### src/rtl/spdif_tx_pkg.sv
package spdif_tx_pkg;
   typedef enum logic [1:0] {PRE_B = 2'd0, PRE_M = 2'd1, PRE_W = 2'd2} pre_kind_t;

   localparam int SLOTS_PER_SUB  = 32;
   localparam int HALVES_PER_FRM = 4 * SLOTS_PER_SUB;
   localparam int AUDIO_TOP_SLOT = 28;
   localparam int AUDIO_MAX_W    = 20;
   localparam int CS_SLOT        = 30;
   localparam int PARITY_SLOT    = 31;

   // Half-cell pattern for a line that was low before the preamble (MSB first).
   function automatic logic [7:0] pre_pattern(input pre_kind_t kind);
      logic [7:0] p;
      case (kind)
         PRE_B:   p = 8'b1110_1000;
         PRE_M:   p = 8'b1110_0010;
         default: p = 8'b1110_0100;
      endcase
      return p;
   endfunction
endpackage

### src/rtl/spdif_ce_gen.sv
module spdif_ce_gen #(
   parameter int DIV = 4
) (
   input  logic clk,
   input  logic rst_n,
   output logic ce
);
   localparam int CW = (DIV > 1) ? $clog2(DIV) : 1;
   localparam logic [CW-1:0] LAST = CW'(DIV - 1);

   logic [CW-1:0] cnt_q;

   generate
      if ((DIV & (DIV - 1)) == 0) begin : g_pow2
         always_ff @(posedge clk or negedge rst_n) begin
            if (!rst_n) cnt_q <= '0;
            else        cnt_q <= cnt_q + 1'b1;
         end
      end else begin : g_cmp
         always_ff @(posedge clk or negedge rst_n) begin
            if (!rst_n)            cnt_q <= '0;
            else if (cnt_q == LAST) cnt_q <= '0;
            else                   cnt_q <= cnt_q + 1'b1;
         end
      end
   endgenerate

   assign ce = (cnt_q == LAST);

   AST_CE_SPACING: assert property (@(posedge clk) disable iff (!rst_n)
      ce |=> !ce);
endmodule

### src/rtl/spdif_frame_seq.sv
module spdif_frame_seq #(
   parameter int FRAMES = 192,
   localparam int FW    = $clog2(FRAMES)
) (
   input  logic          clk,
   input  logic          rst_n,
   input  logic          en,
   input  logic          ce,
   output logic          step,
   output logic [6:0]    hc,
   output logic [FW-1:0] frm
);
   localparam logic [FW-1:0] FRM_LAST = FW'(FRAMES - 1);

   assign step = ce & en;

   always_ff @(posedge clk or negedge rst_n) begin
      if (!rst_n) begin
         hc  <= '0;
         frm <= '0;
      end else if (!en) begin
         hc  <= '0;
         frm <= '0;
      end else if (ce) begin
         hc <= hc + 1'b1;
         if (hc == 7'd127) frm <= (frm == FRM_LAST) ? '0 : frm + 1'b1;
      end
   end

   AST_FRM_IN_BLOCK: assert property (@(posedge clk) disable iff (!rst_n)
      step |-> (frm <= FRM_LAST));
endmodule

### src/rtl/spdif_payload.sv
module spdif_payload #(
   parameter int SAMPLE_W = 16,
   parameter int FRAMES   = 192,
   localparam int FW      = $clog2(FRAMES)
) (
   input  logic                clk,
   input  logic                rst_n,
   input  logic                take,
   input  logic                blk_take,
   input  logic                src_sel,
   input  logic                mute,
   input  logic [7:0]          cat_code,
   input  logic [4:0]          ctl_code,
   input  logic [SAMPLE_W-1:0] host_l,
   input  logic [SAMPLE_W-1:0] host_r,
   input  logic [SAMPLE_W-1:0] adc_l,
   input  logic [SAMPLE_W-1:0] adc_r,
   input  logic [5:0]          slot_sel,
   input  logic [FW-1:0]       frm,
   output logic                slot_bit
);
   import spdif_tx_pkg::*;

   logic [SAMPLE_W-1:0] smp_l_q, smp_r_q;
   logic [SAMPLE_W-1:0] pick_l, pick_r;
   logic [15:0]         cs_q;
   logic                cs_now;
   logic [31:0]         word_l, word_r, word_sel;

   generate
      if (SAMPLE_W == AUDIO_MAX_W) begin : g_full
         assign pick_l = src_sel ? adc_l : host_l;
         assign pick_r = src_sel ? adc_r : host_r;
      end else begin : g_narrow
         // Narrow samples sit in the top of the audio field; low slots stay zero.
         assign pick_l = src_sel ? adc_l : host_l;
         assign pick_r = src_sel ? adc_r : host_r;
      end
   endgenerate

   always_ff @(posedge clk or negedge rst_n) begin
      if (!rst_n) begin
         smp_l_q <= '0;
         smp_r_q <= '0;
      end else if (take) begin
         smp_l_q <= mute ? '0 : pick_l;
         smp_r_q <= mute ? '0 : pick_r;
      end
   end

   always_ff @(posedge clk or negedge rst_n) begin
      if (!rst_n)        cs_q <= '0;
      else if (blk_take) cs_q <= {cat_code, 2'b00, ctl_code, 1'b0};
   end

   assign cs_now = (32'(frm) < 32'd16) ? cs_q[frm[3:0]] : 1'b0;

   function automatic logic [31:0] build_word(input logic [SAMPLE_W-1:0] s,
                                              input logic cs);
      logic [31:0] w;
      w = '0;
      for (int i = 0; i < SAMPLE_W; i++) w[AUDIO_TOP_SLOT - SAMPLE_W + i] = s[i];
      w[CS_SLOT]     = cs;
      w[PARITY_SLOT] = ^w[CS_SLOT:4];
      return w;
   endfunction

   assign word_l   = build_word(smp_l_q, cs_now);
   assign word_r   = build_word(smp_r_q, cs_now);
   assign word_sel = slot_sel[5] ? word_r : word_l;
   assign slot_bit = word_sel[slot_sel[4:0]];

   AST_MUTE_CLEARS: assert property (@(posedge clk) disable iff (!rst_n)
      (take && mute) |=> (smp_l_q == '0 && smp_r_q == '0));
   AST_CS_HELD: assert property (@(posedge clk) disable iff (!rst_n)
      !blk_take |=> $stable(cs_q));
endmodule

### src/rtl/spdif_bmc_enc.sv
module spdif_bmc_enc (
   input  logic       clk,
   input  logic       rst_n,
   input  logic       en,
   input  logic       step,
   input  logic [6:0] hc,
   input  logic       blk_first,
   input  logic       data_bit,
   output logic       line_q,
   output logic       pair_take_q
);
   import spdif_tx_pkg::*;

   pre_kind_t  kind;
   logic [7:0] pat;
   logic       is_pre;
   logic [2:0] pidx;
   logic       pol_q;
   logic       nxt;

   assign kind   = hc[6] ? PRE_W : (blk_first ? PRE_B : PRE_M);
   assign pat    = pre_pattern(kind);
   assign is_pre = (hc[5:3] == 3'd0);
   assign pidx   = hc[2:0];

   always_comb begin
      if (is_pre) begin
         if (pidx == 3'd0) nxt = pat[7] ^ line_q;
         else              nxt = pat[3'd7 - pidx] ^ pol_q;
      end else if (!hc[0]) begin
         nxt = ~line_q;
      end else begin
         nxt = data_bit ? ~line_q : line_q;
      end
   end

   always_ff @(posedge clk or negedge rst_n) begin
      if (!rst_n) begin
         line_q      <= 1'b0;
         pol_q       <= 1'b0;
         pair_take_q <= 1'b0;
      end else if (!en) begin
         line_q      <= 1'b0;
         pol_q       <= 1'b0;
         pair_take_q <= 1'b0;
      end else begin
         pair_take_q <= step && (hc == 7'd0);
         if (step) begin
            line_q <= nxt;
            if (is_pre && pidx == 3'd0) pol_q <= line_q;
         end
      end
   end

   AST_OFF_LOW: assert property (@(posedge clk) disable iff (!rst_n)
      !en |=> !line_q && !pair_take_q);
   AST_CELL_EDGE: assert property (@(posedge clk) disable iff (!rst_n)
      (step && !is_pre && !hc[0]) |=> (line_q != $past(line_q)));
   AST_PRE_FROM_LOW: assert property (@(posedge clk) disable iff (!rst_n)
      (step && hc[5:0] == 6'd0) |-> !line_q);
   AST_TAKE_SINGLE: assert property (@(posedge clk) disable iff (!rst_n)
      pair_take_q |=> !pair_take_q);
endmodule

### src/rtl/spdif_tx_top.sv
module spdif_tx_top #(
   parameter int CLK_DIV          = 4,
   parameter int FRAMES_PER_BLOCK = 192,
   parameter int SAMPLE_W         = 16
) (
   input  logic                clk,
   input  logic                rst_n,
   input  logic                en,
   input  logic                mute,
   input  logic                src_sel,
   input  logic [7:0]          cat_code,
   input  logic [4:0]          ctl_code,
   input  logic [SAMPLE_W-1:0] host_l,
   input  logic [SAMPLE_W-1:0] host_r,
   input  logic [SAMPLE_W-1:0] adc_l,
   input  logic [SAMPLE_W-1:0] adc_r,
   output logic                spdif_out,
   output logic                pair_take
);
   localparam int FW = $clog2(FRAMES_PER_BLOCK);

   generate
      if (CLK_DIV < 2) begin : g_bad_div
         $error("CLK_DIV must be at least 2");
      end
      if (FRAMES_PER_BLOCK < 16) begin : g_bad_blk
         $error("FRAMES_PER_BLOCK must cover the 16 coded status bits");
      end
      if (SAMPLE_W < 1 || SAMPLE_W > 20) begin : g_bad_w
         $error("SAMPLE_W must lie in 1..20");
      end
   endgenerate

   logic          ce, step;
   logic [6:0]    hc;
   logic [FW-1:0] frm;
   logic          take, blk_take, data_bit;

   spdif_ce_gen #(.DIV(CLK_DIV)) u_ce (
      .clk(clk), .rst_n(rst_n), .ce(ce));

   spdif_frame_seq #(.FRAMES(FRAMES_PER_BLOCK)) u_seq (
      .clk(clk), .rst_n(rst_n), .en(en), .ce(ce),
      .step(step), .hc(hc), .frm(frm));

   assign take     = step && (hc == 7'd0);
   assign blk_take = take && (frm == '0);

   spdif_payload #(.SAMPLE_W(SAMPLE_W), .FRAMES(FRAMES_PER_BLOCK)) u_pay (
      .clk(clk), .rst_n(rst_n), .take(take), .blk_take(blk_take),
      .src_sel(src_sel), .mute(mute), .cat_code(cat_code), .ctl_code(ctl_code),
      .host_l(host_l), .host_r(host_r), .adc_l(adc_l), .adc_r(adc_r),
      .slot_sel(hc[6:1]), .frm(frm), .slot_bit(data_bit));

   spdif_bmc_enc u_enc (
      .clk(clk), .rst_n(rst_n), .en(en), .step(step), .hc(hc),
      .blk_first(frm == '0), .data_bit(data_bit),
      .line_q(spdif_out), .pair_take_q(pair_take));
endmodule

### config.mk
export PLATFORM = sky130hd
export DESIGN_NAME = spdif_tx_top
export DESIGN_NICKNAME = d
export VERILOG_FILES = /design/src/rtl/spdif_tx_pkg.sv /design/src/rtl/spdif_ce_gen.sv /design/src/rtl/spdif_frame_seq.sv /design/src/rtl/spdif_payload.sv /design/src/rtl/spdif_bmc_enc.sv /design/src/rtl/spdif_tx_top.sv
export SDC_FILE = /design/constraint.sdc
export NUM_CORES = 1
export LEC_CHECK = 0
export BUFFER_PORTS_ARGS = -buffer_cell sky130_fd_sc_hd__clkbuf_2
export CORE_UTILIZATION = 28
export DETAILED_ROUTE_END_ITERATION = 10
export SLEW_MARGIN = 20
export SYNTH_ARGS = -nofsm -noshare
export SYNTH_HDL_FRONTEND = slang
export SYNTH_SLANG_ARGS = --single-unit
### constraint.sdc
create_clock -name clk -period 2.35 [get_ports clk]
set_input_delay 0.235 -clock clk [delete_from_list [all_inputs] [get_ports clk]]
set_output_delay 0.235 -clock clk [all_outputs]
set_load 0.005 [all_outputs]
* Yosys cells after proc, flatten, opt, wreduce, memory -nomap -nowiden
Index checks and enable logic that the tools add are counted.
Word-level totals: input port bits 82, output and inout bits 2, register bits after elaboration 65, word-level logic and storage cells 74
Operators by class: reductions and logical operators 13, muxes and demuxes 31, bitwise logic cells 4, add/sub/neg operators 4, equality and inequality tests 9, order comparisons 4
Operators with widths (count):
- 2-to-1 mux 16 bit | 4
- XOR reduction 27 bit | 2
- 2-to-1 mux 32 bit | 1
- 2-to-1 mux 8 bit | 4
- 2-to-1 mux 1 bit | 15
- 2-to-1 mux 7 bit | 2
- adder 8 x 1 -> 8 bit (second input constant) | 1
- equality test 8 bit (second input constant) | 1
- logical NOT 8 bit | 1
- less-than comparator 8 x 5 -> 1 bit (second input constant) | 1
- inequality test 2 x 1 -> 1 bit (second input constant) | 4
- case mux 4 bit (2 select lines) | 1
- adder 7 x 1 -> 7 bit (second input constant) | 1
- equality test 7 bit (second input constant) | 1
- logical NOT 7 bit | 1
- logical NOT 3 bit | 2
- less-than comparator 5 x 6 -> 1 bit (second input constant) | 1
- AND reduction 2 bit | 3
- binary-select mux 1 bit (select 5 bit) | 1
- less-than comparator 4 x 5 -> 1 bit (second input constant) | 1
- binary-select mux 1 bit (select 4 bit) | 1
- less-than comparator 3 x 4 -> 1 bit (second input constant) | 1
- inequality test 4 x 2 -> 1 bit (second input constant) | 1
- binary-select mux 1 bit (select 3 bit) | 1
- other kinds (11) | 13

* Longest topological paths before layout
Gate-level depths: netlist of the first run.
word-level depth 12, depth in mapped cells 11, depth with buffers taken out 9

* By module
From an unflattened synthesis of the first run, not the netlist that was laid out.
Unflattened totals: cells, all modules 365, area, all modules 3848.7 sq um
Modules (own cells, without submodules):
- spdif_payload | times used 1, area each 2680.1 sq um, cells an instance 247, seq. area each 1126.1 sq um
- spdif_frame_seq | times used 1, area each 809.5 sq um, cells an instance 82, seq. area each 375.4 sq um
- spdif_bmc_enc | times used 1, area each 236.5 sq um, cells an instance 25, seq. area each 75.1 sq um
- spdif_ce_gen | times used 1, area each 66.3 sq um, cells an instance 4, seq. area each 50.0 sq um
- spdif_tx_top | times used 1, area each 56.3 sq um, cells an instance 7, seq. area each 0.0 sq um

* Worst setup path after synthesis of the first run
Ideal clock, no wire load.
kind flip-flop to flip-flop, start register u_seq.hc[1], end register u_pay.cs_q[10], arrival 2090 ps, stages on the path, launching flop included 11, buffers on the path 3, path slack 133 ps, data required time 2223 ps, cells stage by stage dfrtp_1 -> buf_2 -> inv_1 -> ha_1 -> nor2b_1 -> nand3_1 -> or3b_1 -> nor2b_1 -> buf_2 -> buf_6 -> mux2_1
On the way: longest elaborated chain between the ends 3
RTL lines:
- start: declaration | line spdif_frame_seq.sv:10 | output logic [6:0] hc,
- start signal: assignment | line spdif_frame_seq.sv:25 | hc <= hc + 1'b1;
- logical NOT 7 bit | line spdif_tx_top.sv:46 | assign take = step && (hc == 7'd0);
- logical AND 1 bit | line spdif_tx_top.sv:46
- logical AND 1 bit | line spdif_tx_top.sv:47 | assign blk_take = take && (frm == '0);
- end signal: assignment | line spdif_payload.sv:53 | else if (blk_take) cs_q <= {cat_code, 2'b00, ctl_code, 1'b0};
- end: declaration | line spdif_payload.sv:26 | logic [15:0] cs_q;
No other way between the ends. A chain may end at the register's enable or synchronous reset.

* Worst setup path after layout of the first run
start register u_seq.hc[1], end register u_pay.cs_q[1]
The elaborated chain is that of the path after synthesis.

==> results of run 1 <==
[power groups by stage]
stage	clock network, mW	registers [mW]	logic [mW]
after global routing	1.30	1.28	0.584
after detailed placement	0	1.29	0.524
final	1.22	1.27	0.514
after CTS	1.26	1.27	0.525
after floorplan	0	1.27	0.374
after global placement	0	1.29	0.514
[placed cells by master (no fill, tap or decap), types with 10 or more instances in the layout]
cell      Yosys  routed
buf_4         2      11
clkbuf_2      1      83
dfrtp_1      65      65
inv_1        10      10
mux2i_1      48      48
nand2_1      47      47
nand3_1      13      13
nor2_1       13      13
o31ai_1      33      33
xnor2_1      33      33
[registers in the layout, indices dropped and copies added (netlist names)]
name / count
u_pay.smp_r_q: 16
u_seq.hc: 7
u_enc.pol_q: 1
u_enc.pair_take_q: 1
u_ce.cnt_q: 2
u_pay.cs_q: 13
u_seq.frm: 8
u_enc.line_q: 1
u_pay.smp_l_q: 16
[cell families after synthesis]
kind of cell | share of synthesized area, %
flops | 42.1
fa+ha+maj | 1.62
mux | 18.7
buf+inv | 4.34
xor+xnor | 9.52
compound gates | 10.9
simple gates | 12.9
[through the flow]
step	cells	hold WS [ps]	setup slack, ps	power (mW)
floorplan	378	-60.6	133	1.64
global placement	622	412	199	1.81
detailed placement	622	417	161	1.82
CTS	638	116	147	3.06
global route	638	120	13.2	3.17
finish	638	92.1	153	3.01
[worst max-delay path: cells and delay by family, from the launching register on]
family,cells,cell delay (ps)
simple gates,4,900
flops,1,410
fa+ha+maj,1,120
mux,1,360
buf+inv,2,290
[final timing paths]
check / from / endpoint / slack [ps] / cells after the start
min in group clk: cat_code[4] / u_pay.cs_q[12] / 130 / 2
max in group asynchronous: rst_n / u_ce.cnt_q[0] / 1710 / 2
worst max register to register: u_seq.hc[1] / u_pay.cs_q[1] / 150 / 8
worst min register to register: u_ce.cnt_q[0] / u_ce.cnt_q[0] / 430 / 1
worst max-delay path: u_seq.hc[1] / u_pay.cs_q[1] / 150 / 8
worst min-delay path: rst_n / u_pay.cs_q[11] / 90 / 2
[metal layers]
| layer | GRT usage [%] | wire, µm | vias up | share of wire, % |
|---|---|---|---|---|
| li1 | - | - | 1495 | - |
| met1 | 16.4 | 3940 | 1301 | 48 |
| met2 | 19.3 | 3760 | 83 | 46 |
| met3 | 4.02 | 444 | 9 | 5.4 |
| met4 | 3.28 | 61 | 0 | 0.74 |
| met5 | 0 | 0 | - | 0 |
[layout make-up]
cell class                 instances  area share (%)
sequential                        65            34.3
multi-input combinational        276            43.8
timing repair buffer              95            10.7
tap                              176            4.64
clock buffer                      10            4.83
inverter                          10           0.791
clock inverter                     6           0.949
==> out/metrics.yaml, run 1 <==
leakagePower_nw: 2.14
period_share_pct: 93.5
grt_pass1_vias: 2859
grt_setup_unrepaired: "no"
portBuffers: 83
numCtsBuffers: 9
synthTopCellsByArea: "dfrtp_1 (42%), mux2i_1 (12%), xnor2_1 (7.5%), o31ai_1 (6.4%), nand2_1 (4.6%)"
multi_input_area_um2: 2080
synth.distinct_cells: 45
place_area_um2: 4460
drt-total-wl_um: 8200
clk_pin_slew_ps: 50
sw_frac_of_total_pct: 26.9
place_congestion: 0.818
tightestPinTransition_ps: 834
fp.dieW_um: 119
clk_path_buf_depth: 2
clkLatencyLatePin_ps: 340
power.density_nw_per_um2: 634
overflow: 0
intPower_mw: 2.20
num_vias: 2888
n_fill_cell: 1360
vias_per_cell: 4.53
start_util_pct: 28.9
clock.fmax_mhz: 455
end_kind: "flip-flop"
die_area_um2: 14300
final_util_pct: 35.5
worstPathRequired_ps: 2560
clock_skew_ps: 8.10
cts_tree: "done"
crit_path_start_kind: "flip-flop"
grt_first_pass_wirelength_um: 13900
crit_arrival_ps: 2410
post_cts.repair.setup_buffers: 0
track_usage_pct: 12.4
clock-sinks: 65
nets: 544
coreArea_um2: 13300
setup_viol: 0
cts_htree_levels: 3
cts.hold.buffers_added: 0
yosysMostFrequentCell: "dfrtp_1"
yosysTopAreaCell: "dfrtp_1"
slew_headroom_pct: 44.4
ctsResizeCount: 0
avgSynthCellArea_um2: 10.2
n_antenna_cell: 0
hold_viol: 0
syn-num-nets: 465
critical-path-max-stage-delay_ps: 480
netlist.area_leader.share_pct: 42.1
drc_errors: 0
synth-edff-count: 0
clockPowerShare_pct: 40.6
area_delta_synth_final_pct: 22.8
status: "completed"
drv_slew: 0
comb_power_share_pct: 17.1
cap_violations: 0
synth_cells: 378
antenna_found_initial: 0
cpMaxStageDelayCell: "or3b_2"
crit_path_frequent_cell: "nor2b_1"
cts-root-buf: "clkbuf_16"
dr.pass1.iters: 4
ant_nets: 0
grt_max_degree: 66
period_minus_slack_ps: 2200
holdCritPathClass: "in2async"
wl_per_cell_um: 12.8
switchingPower_uw: 810
crit_type: "reg2reg"
ys_warn_count: 0
yosysSeqAreaShare_pct: 42.1
rows: 42
ios: 84
synth_ff_type: "dfrtp_1"
ys_top_cells_by_count: "dfrtp_1 (65), mux2i_1 (48), nand2_1 (47), o31ai_1 (33), xnor2_1 (33)"
async_flop_share_pct: 100
die_h_um: 119
place_hpwl_um: 6000
first_iter_violations: 148
ff_latch_area_um2: 1630
drive_gt1_share_pct: 26.6
fin_area_um2: 4740
synth-seq-cells: 65
finalSetupTns_ps: 0
cp_max_fo: 14
power.share.sequential_pct: 42.3
power.ir.vdd_worst_v: 0.000343
crit_chain: "inv_1 > ha_1 > nor2b_1 > nand3_1 > or3b_2 > nor2b_1 > buf_4 > mux2_2"
syn_area_um2: 3860
No activity file was read; power rests on OpenSTA's default activity.
==> run 2: changes to the inputs <==
--- a/config.mk
+++ b/config.mk
@@ -11,4 +11,5 @@
 export SLEW_MARGIN = 20
 export SYNTH_ARGS = -nofsm -noshare
 export SYNTH_HDL_FRONTEND = slang
+export SYNTH_HIERARCHICAL = 1
 export SYNTH_SLANG_ARGS = --single-unit
==> run 2 against run 1 <==
The flow now finishes with violations (hold timing, setup timing); utilization grew 2.9 points; worst setup slack lost 260 ps; global-route usage grew 1.6 points; area after synthesis shrank 0.39%; critical path type unchanged; routed wire length grew 12%.
==> out/metrics.yaml, run 2 <==
status: "complete, but fails checks"
violations: "hold timing, setup timing"
top_layer: "met4"
die_area_um2: 14200
period_share_pct: 104
ant_nets: 0
hold_viol: 5
slew_headroom_pct: 57.5
cpLargestDelayFamily: "compound AO/OA/AOI/OAI gates"
cts_tree: "done"
ys_warn_count: 6
n_fill_cell: 1365
grt_first_pass_wirelength_um: 15800
cap_violations: 0
reg2reg_from: "u_seq/hc[1]"
synth_ff_type: "dfrtp_1"
tightestPinTransition_ps: 638
holdWs_ps: -4.90
wl_met1_um: 4190
die_h_um: 119
wl_per_cell_um: 13.8
power.ir.vdd_worst_v: 0.000323
cts_htree_levels: 3
wl_met2_um: 4360
power.density_nw_per_um2: 643
drive_gt1_share_pct: 38.8
num_vias: 3138
crit_arrival_ps: 2680
synth_cells: 365
layout_commonest_cell: "clkbuf_2"
dr_wl_met3_um: 414
drv_slew: 0
yosysSeqAreaShare_pct: 42.3
clk_pin_slew_ps: 60
first_iter_violations: 195
critical-path-max-stage-delay_ps: 440
rows: 42
start_util_pct: 28.8
synth-edff-count: 0
clkLatencyLatePin_ps: 330
crit_path_start_kind: "flip-flop"
netlist.area_leader.share_pct: 42.3
drt-total-wl_um: 9150
yosysMostFrequentCell: "dfrtp_1"
avgSynthCellArea_um2: 10.5
fp.dieW_um: 119
clock_skew_ps: 9.27
dr.pass1.iters: 4
coreArea_um2: 13300
synth-seq-cells: 65
crit_type: "reg2reg"
vias_per_cell: 4.75
critPathLaunch: "u_seq/hc[1]"
place_congestion: 0.820
drc_errors: 0
final_cell_mix: "clkbuf_2 (83), dfrtp_1 (58), inv_1 (37)"
end_kind: "flip-flop"
clock-sinks: 65
crit_chain: "buf_4 > buf_4 > o2111a_1 > nor4_2 > o21ai_2 > o311ai_1 > a21oi_1 > o21ai_1 > nand2b_4 > o21ai_2 > mux2_4 > a32o_1"
overflow: 0
ios: 84
portBuffers: 83
grt_pass1_vias: 3204
final_cells: 661
setup_viol: 1
antenna_found_initial: 0
place_hpwl_um: 6770
nets: 565
largestRegisters: "u_pay/smp_l_q: 16 flops, u_pay/smp_r_q: 16 flops, u_pay/cs_q: 13 flops"
n_antenna_cell: 0
power_mw: 3.30
synth.distinct_cells: 56
holdCritPathClass: "in2async"
leakagePower_nw: 2.36
setup_ws_ps: -105
grt_setup_unrepaired: "yes"
period_minus_slack_ps: 2460
worst-path-buf-inv: 2
grt_max_degree: 45
async_flop_share_pct: 100
clk_path_buf_depth: 2
synthTopCellsByArea: "dfrtp_1 (42%), mux2i_1 (9.4%), xnor2_1 (7.3%), o22ai_1 (5.5%), mux2_2 (4.1%)"
dp.cells: 639
area_delta_synth_final_pct: 33.4
syn-num-nets: 450
numCtsBuffers: 9
cp_max_fo: 5
clock.fmax_mhz: 407
yosysTopAreaCell: "dfrtp_1"
ys_top_cells_by_count: "dfrtp_1 (65), inv_1 (37), mux2i_1 (36), o22ai_1 (34), xnor2_1 (32)"
cpMaxStageDelayCell: "dfrtp_2"
syn_area_um2: 3850
track_usage_pct: 13.9
worstPathRequired_ps: 2570
cts-root-buf: "clkbuf_16"
==> run 2: changes by cell type in the layout (fill, tap and decap cells not counted), moves of 8 or more <==
cell,before,now
buf_4,11,36
o31ai_1,33,2
o22ai_1,1,34
nand3_1,13,5
nand2_1,47,14
mux2i_1,48,36
mux2_1,8,0
inv_1,10,37
==> run 2: what timing repair did <==
item,in CTS,in global routing
pin swaps,8,5
endpoints found under the setup margin,1,1
resized for setup,6,9
hold buffers,0,0
buffers inserted,4,2
==> run 2: final cells by class <==
cell class,count,area [µm²],share of cell area (%)
tap,176,220,4.29
timing repair buffer,121,726,14.1
inverter,37,139,2.71
clock buffer,9,225,4.39
multi-input combinational,246,2090,40.8
sequential,65,1640,31.9
clock inverter,7,95.1,1.85
==> run 2: logic make-up (layout without fill, tap and decap cells) <==
logic type / Yosys count / after routing / share of synthesized area [%]
flops: 65 / 65 / 42.3
compound gates: 73 / 73 / 12.5
xor+xnor: 38 / 38 / 8.65
simple gates: 73 / 73 / 11.6
fa+ha+maj: 3 / 3 / 0.975
buf+inv: 54 / 174 / 5.46
mux: 59 / 59 / 18.5
==> run 2: metrics by stage <==
stage / TNS, ps / utilization, % / area, µm² / worst slack (ps)
global placement: -81.7 / 35.2 / 4690 / -81.7
global route: -148 / 38.5 / 5130 / -148
finish: -105 / 38.5 / 5130 / -105
CTS: -27.4 / 37.9 / 5060 / -27.4
floorplan: 0 / - / 3890 / 0.429
detailed placement: -123 / 35.2 / 4690 / -123
==> run 2: power breakdown <==
part	internal (mW)	switching [mW]	total [mW]
Sequential	1.21	0.0757	1.28
Combinational	0.344	0.254	0.598
Clock	0.927	0.492	1.42
==> run 2: worst register-to-register path: stages (launching register included) <==
cell and delay, ps:
dfrtp_2 440, buf_4 170, buf_4 150, o2111a_1 280, nor4_2 210, o21ai_2 90, o311ai_1 100, a21oi_1 120
o21ai_1 100, nand2b_4 150, o21ai_2 60, mux2_4 300, a32o_1 200
==> run 2: path summary, 6_finish.rpt <==
| check | end | slack, ps | depth (start not counted) |
|---|---|---|---|
| setup / recovery | u_enc/line_q | -110 | 12 |
| max in group asynchronous | u_pay/smp_r_q[0] | 1630 | 3 |
| min in group clk | u_pay/cs_q[4] | 140 | 2 |
| setup reg to reg | u_enc/line_q | -110 | 12 |
| hold / removal | u_ce/cnt_q[0] | -5 | 2 |
| hold reg to reg | u_ce/cnt_q[0] | 430 | 1 |
==> run 2: per-layer routing <==
metal | vias up | track usage (%)
li1 | 1549 | -
met3 | 17 | 2.63
met4 | 0 | 5.78
met2 | 83 | 22.2
met1 | 1489 | 18.5
met5 | - | 0
==> run 3: changes to the inputs <==
--- a/config.mk
+++ b/config.mk
@@ -6,6 +6,7 @@
 export NUM_CORES = 1
 export LEC_CHECK = 0
 export BUFFER_PORTS_ARGS = -buffer_cell sky130_fd_sc_hd__clkbuf_2
+export CORE_ASPECT_RATIO = 1.2
 export CORE_UTILIZATION = 28
 export DETAILED_ROUTE_END_ITERATION = 10
 export SLEW_MARGIN = 20
==> run 3 against run 2 <==
Sequential power about the same; cell count down 1.8%; critical path depth shrank 1; combinational power barely moved; utilization is 0.074 points lower; flip-flop and latch count unchanged; routed wire length decreased by 0.19%; clock power up 4%; the run ends with setup timing left.
==> out/metrics.yaml, run 3 (synthesis results as in run 2) <==
wl_per_cell_um: 14.1
coreArea_um2: 13300
dp.cells: 632
crit_path_start_kind: "flip-flop"
cts_tree: "done"
tightestPinTransition_ps: 495
first_iter_violations: 101
place_congestion: 0.816
holdCritPathClass: "in2reg"
use_met3_pct: 3.22
num_vias: 3103
cap_violations: 0
numCtsBuffers: 9
clock_skew_ps: 6.86
antenna_found_initial: 0
rows: 46
vias_per_cell: 4.78
drive_gt1_share_pct: 37.0
drc_errors: 0
clkLatencyLatePin_ps: 330
drt-total-wl_um: 9130
power.ir.vdd_worst_v: 0.000378
period_minus_slack_ps: 2370
worst_hold_startpoint: "cat_code[0]"
overflow: 0
worstPathRequired_ps: 2560
status: "complete, but fails checks"
period_share_pct: 101
reg2reg_from: "u_pay/smp_l_q[3]"
holdWs_ps: 141
cp_max_fo: 3
n_antenna_cell: 0
critPathLaunch: "u_pay/smp_l_q[3]"
layout_commonest_cell: "clkbuf_2"
grt_use_met1_pct: 16.4
r2r_slack_ps: -20
portBuffers: 83
setup_viol: 1
track_usage_pct: 13.8
hold_depth: 2
final_cell_mix: "clkbuf_2 (83), dfrtp_1 (60), inv_1 (37)"
power.density_nw_per_um2: 656
clock.fmax_mhz: 423
nets: 561
reg2reg_to: "u_enc/line_q"
ios: 84
slew_headroom_pct: 67.0
cts_htree_levels: 3
cts-root-buf: "clkbuf_16"
post_cts.repair.setup_buffers: 0
grt_first_pass_wirelength_um: 15100
place_hpwl_um: 7000
die_area_um2: 14200
setup_ws_ps: -15.6
area_delta_synth_final_pct: 32.6
start_util_pct: 28.9
hold_end: "u_pay/cs_q[8]"
final_cells: 649
grt_setup_unrepaired: "yes"
busiest_layer: "met2"
grt_pass1_vias: 3147
ant_nets: 0
post-place-ws_ps: -48.6
clock-sinks: 65
crit_arrival_ps: 2570
crit_type: "reg2reg"
clk_path_buf_depth: 2
r2r_cells: 11
hold_viol: 0
met2_usage_pct: 24.1
fp.dieW_um: 109
clk_pin_slew_ps: 60
drv_slew: 0
leakagePower_nw: 2.35
dr.pass1.iters: 4
largestRegisters: "u_pay/smp_l_q: 16 flops, u_pay/smp_r_q: 16 flops, u_pay/cs_q: 13 flops"
end_kind: "flip-flop"
grt_max_degree: 33
final_util_pct: 38.4
die_h_um: 130
violations: "setup timing"
==> run 3: changes by cell type in the layout (fill, tap and decap cells not counted), sizes merged <==
cell / delta
buf: -5
clkbuf: +2
clkinv: -2
dlygate4sd3: +1
==> run 3: layout make-up <==
type                    instances  area [µm²]
multi-input cells             246        2080
fillers                      1285        8190
flip-flops and latches         65        1630
clock inverters                 5        77.6
inverters                      37         139
clock buffers                  11         253
repair buffers                117         711
well taps                     168         210
==> run 3: power by group <==
part	leakage, nW	internal [mW]	switching [mW]
registers	0.833	1.20	0.0737
clock network	0.162	0.982	0.488
logic	1.36	0.344	0.252
==> run 3: worst max-delay path, stage by stage (launching register included) <==
cell and delay, ps:
dfrtp_1 410, xnor2_1 220, xnor2_1 180, xnor2_1 160, xnor2_1 100, o22ai_2 200, xnor2_1 140, o21ai_1 70
nand2b_4 140, o21ai_2 120, mux2_4 310, a32o_1 200
==> run 3: routing by layer <==
layer	vias up	wire length [µm]
li1	1543	-
met1	1464	3930
met2	87	4700
met3	9	381
met4	0	123
met5	-	0
==> run 3: per-stage QoR <==
step	power, mW	cell area, µm²	setup TNS (ps)
2_1_floorplan	1.68	3890	0
3_3_place_gp	1.87	4720	-22.1
3_5_place_dp	1.88	4720	-180
4_1_cts	3.37	5060	-28.5
5_1_grt	3.50	5100	-147
6_report	3.34	5100	-15.6
==> run 3: worst max path at each step <==
| stage | end | slack (ps) | cells past startpoint |
|---|---|---|---|
| 3_3_place_gp | u_enc/line_q | -20 | 11 |
| 2_1_floorplan | u_enc/line_q | 0.4 | 10 |
| 3_5_place_dp | u_enc/line_q | -50 | 11 |
| 4_1_cts | u_enc/line_q | -30 | 11 |
| 5_1_grt | u_enc/line_q | -150 | 11 |
| 6_report | u_enc/line_q | -20 | 11 |
==> run 3: what timing repair did <==
item,CTS,global route
gates resized for setup,2,8
endpoints found under the hold margin,7,0
endpoints found under the setup margin,14,14
pin swaps,5,3
hold buffers,1,0
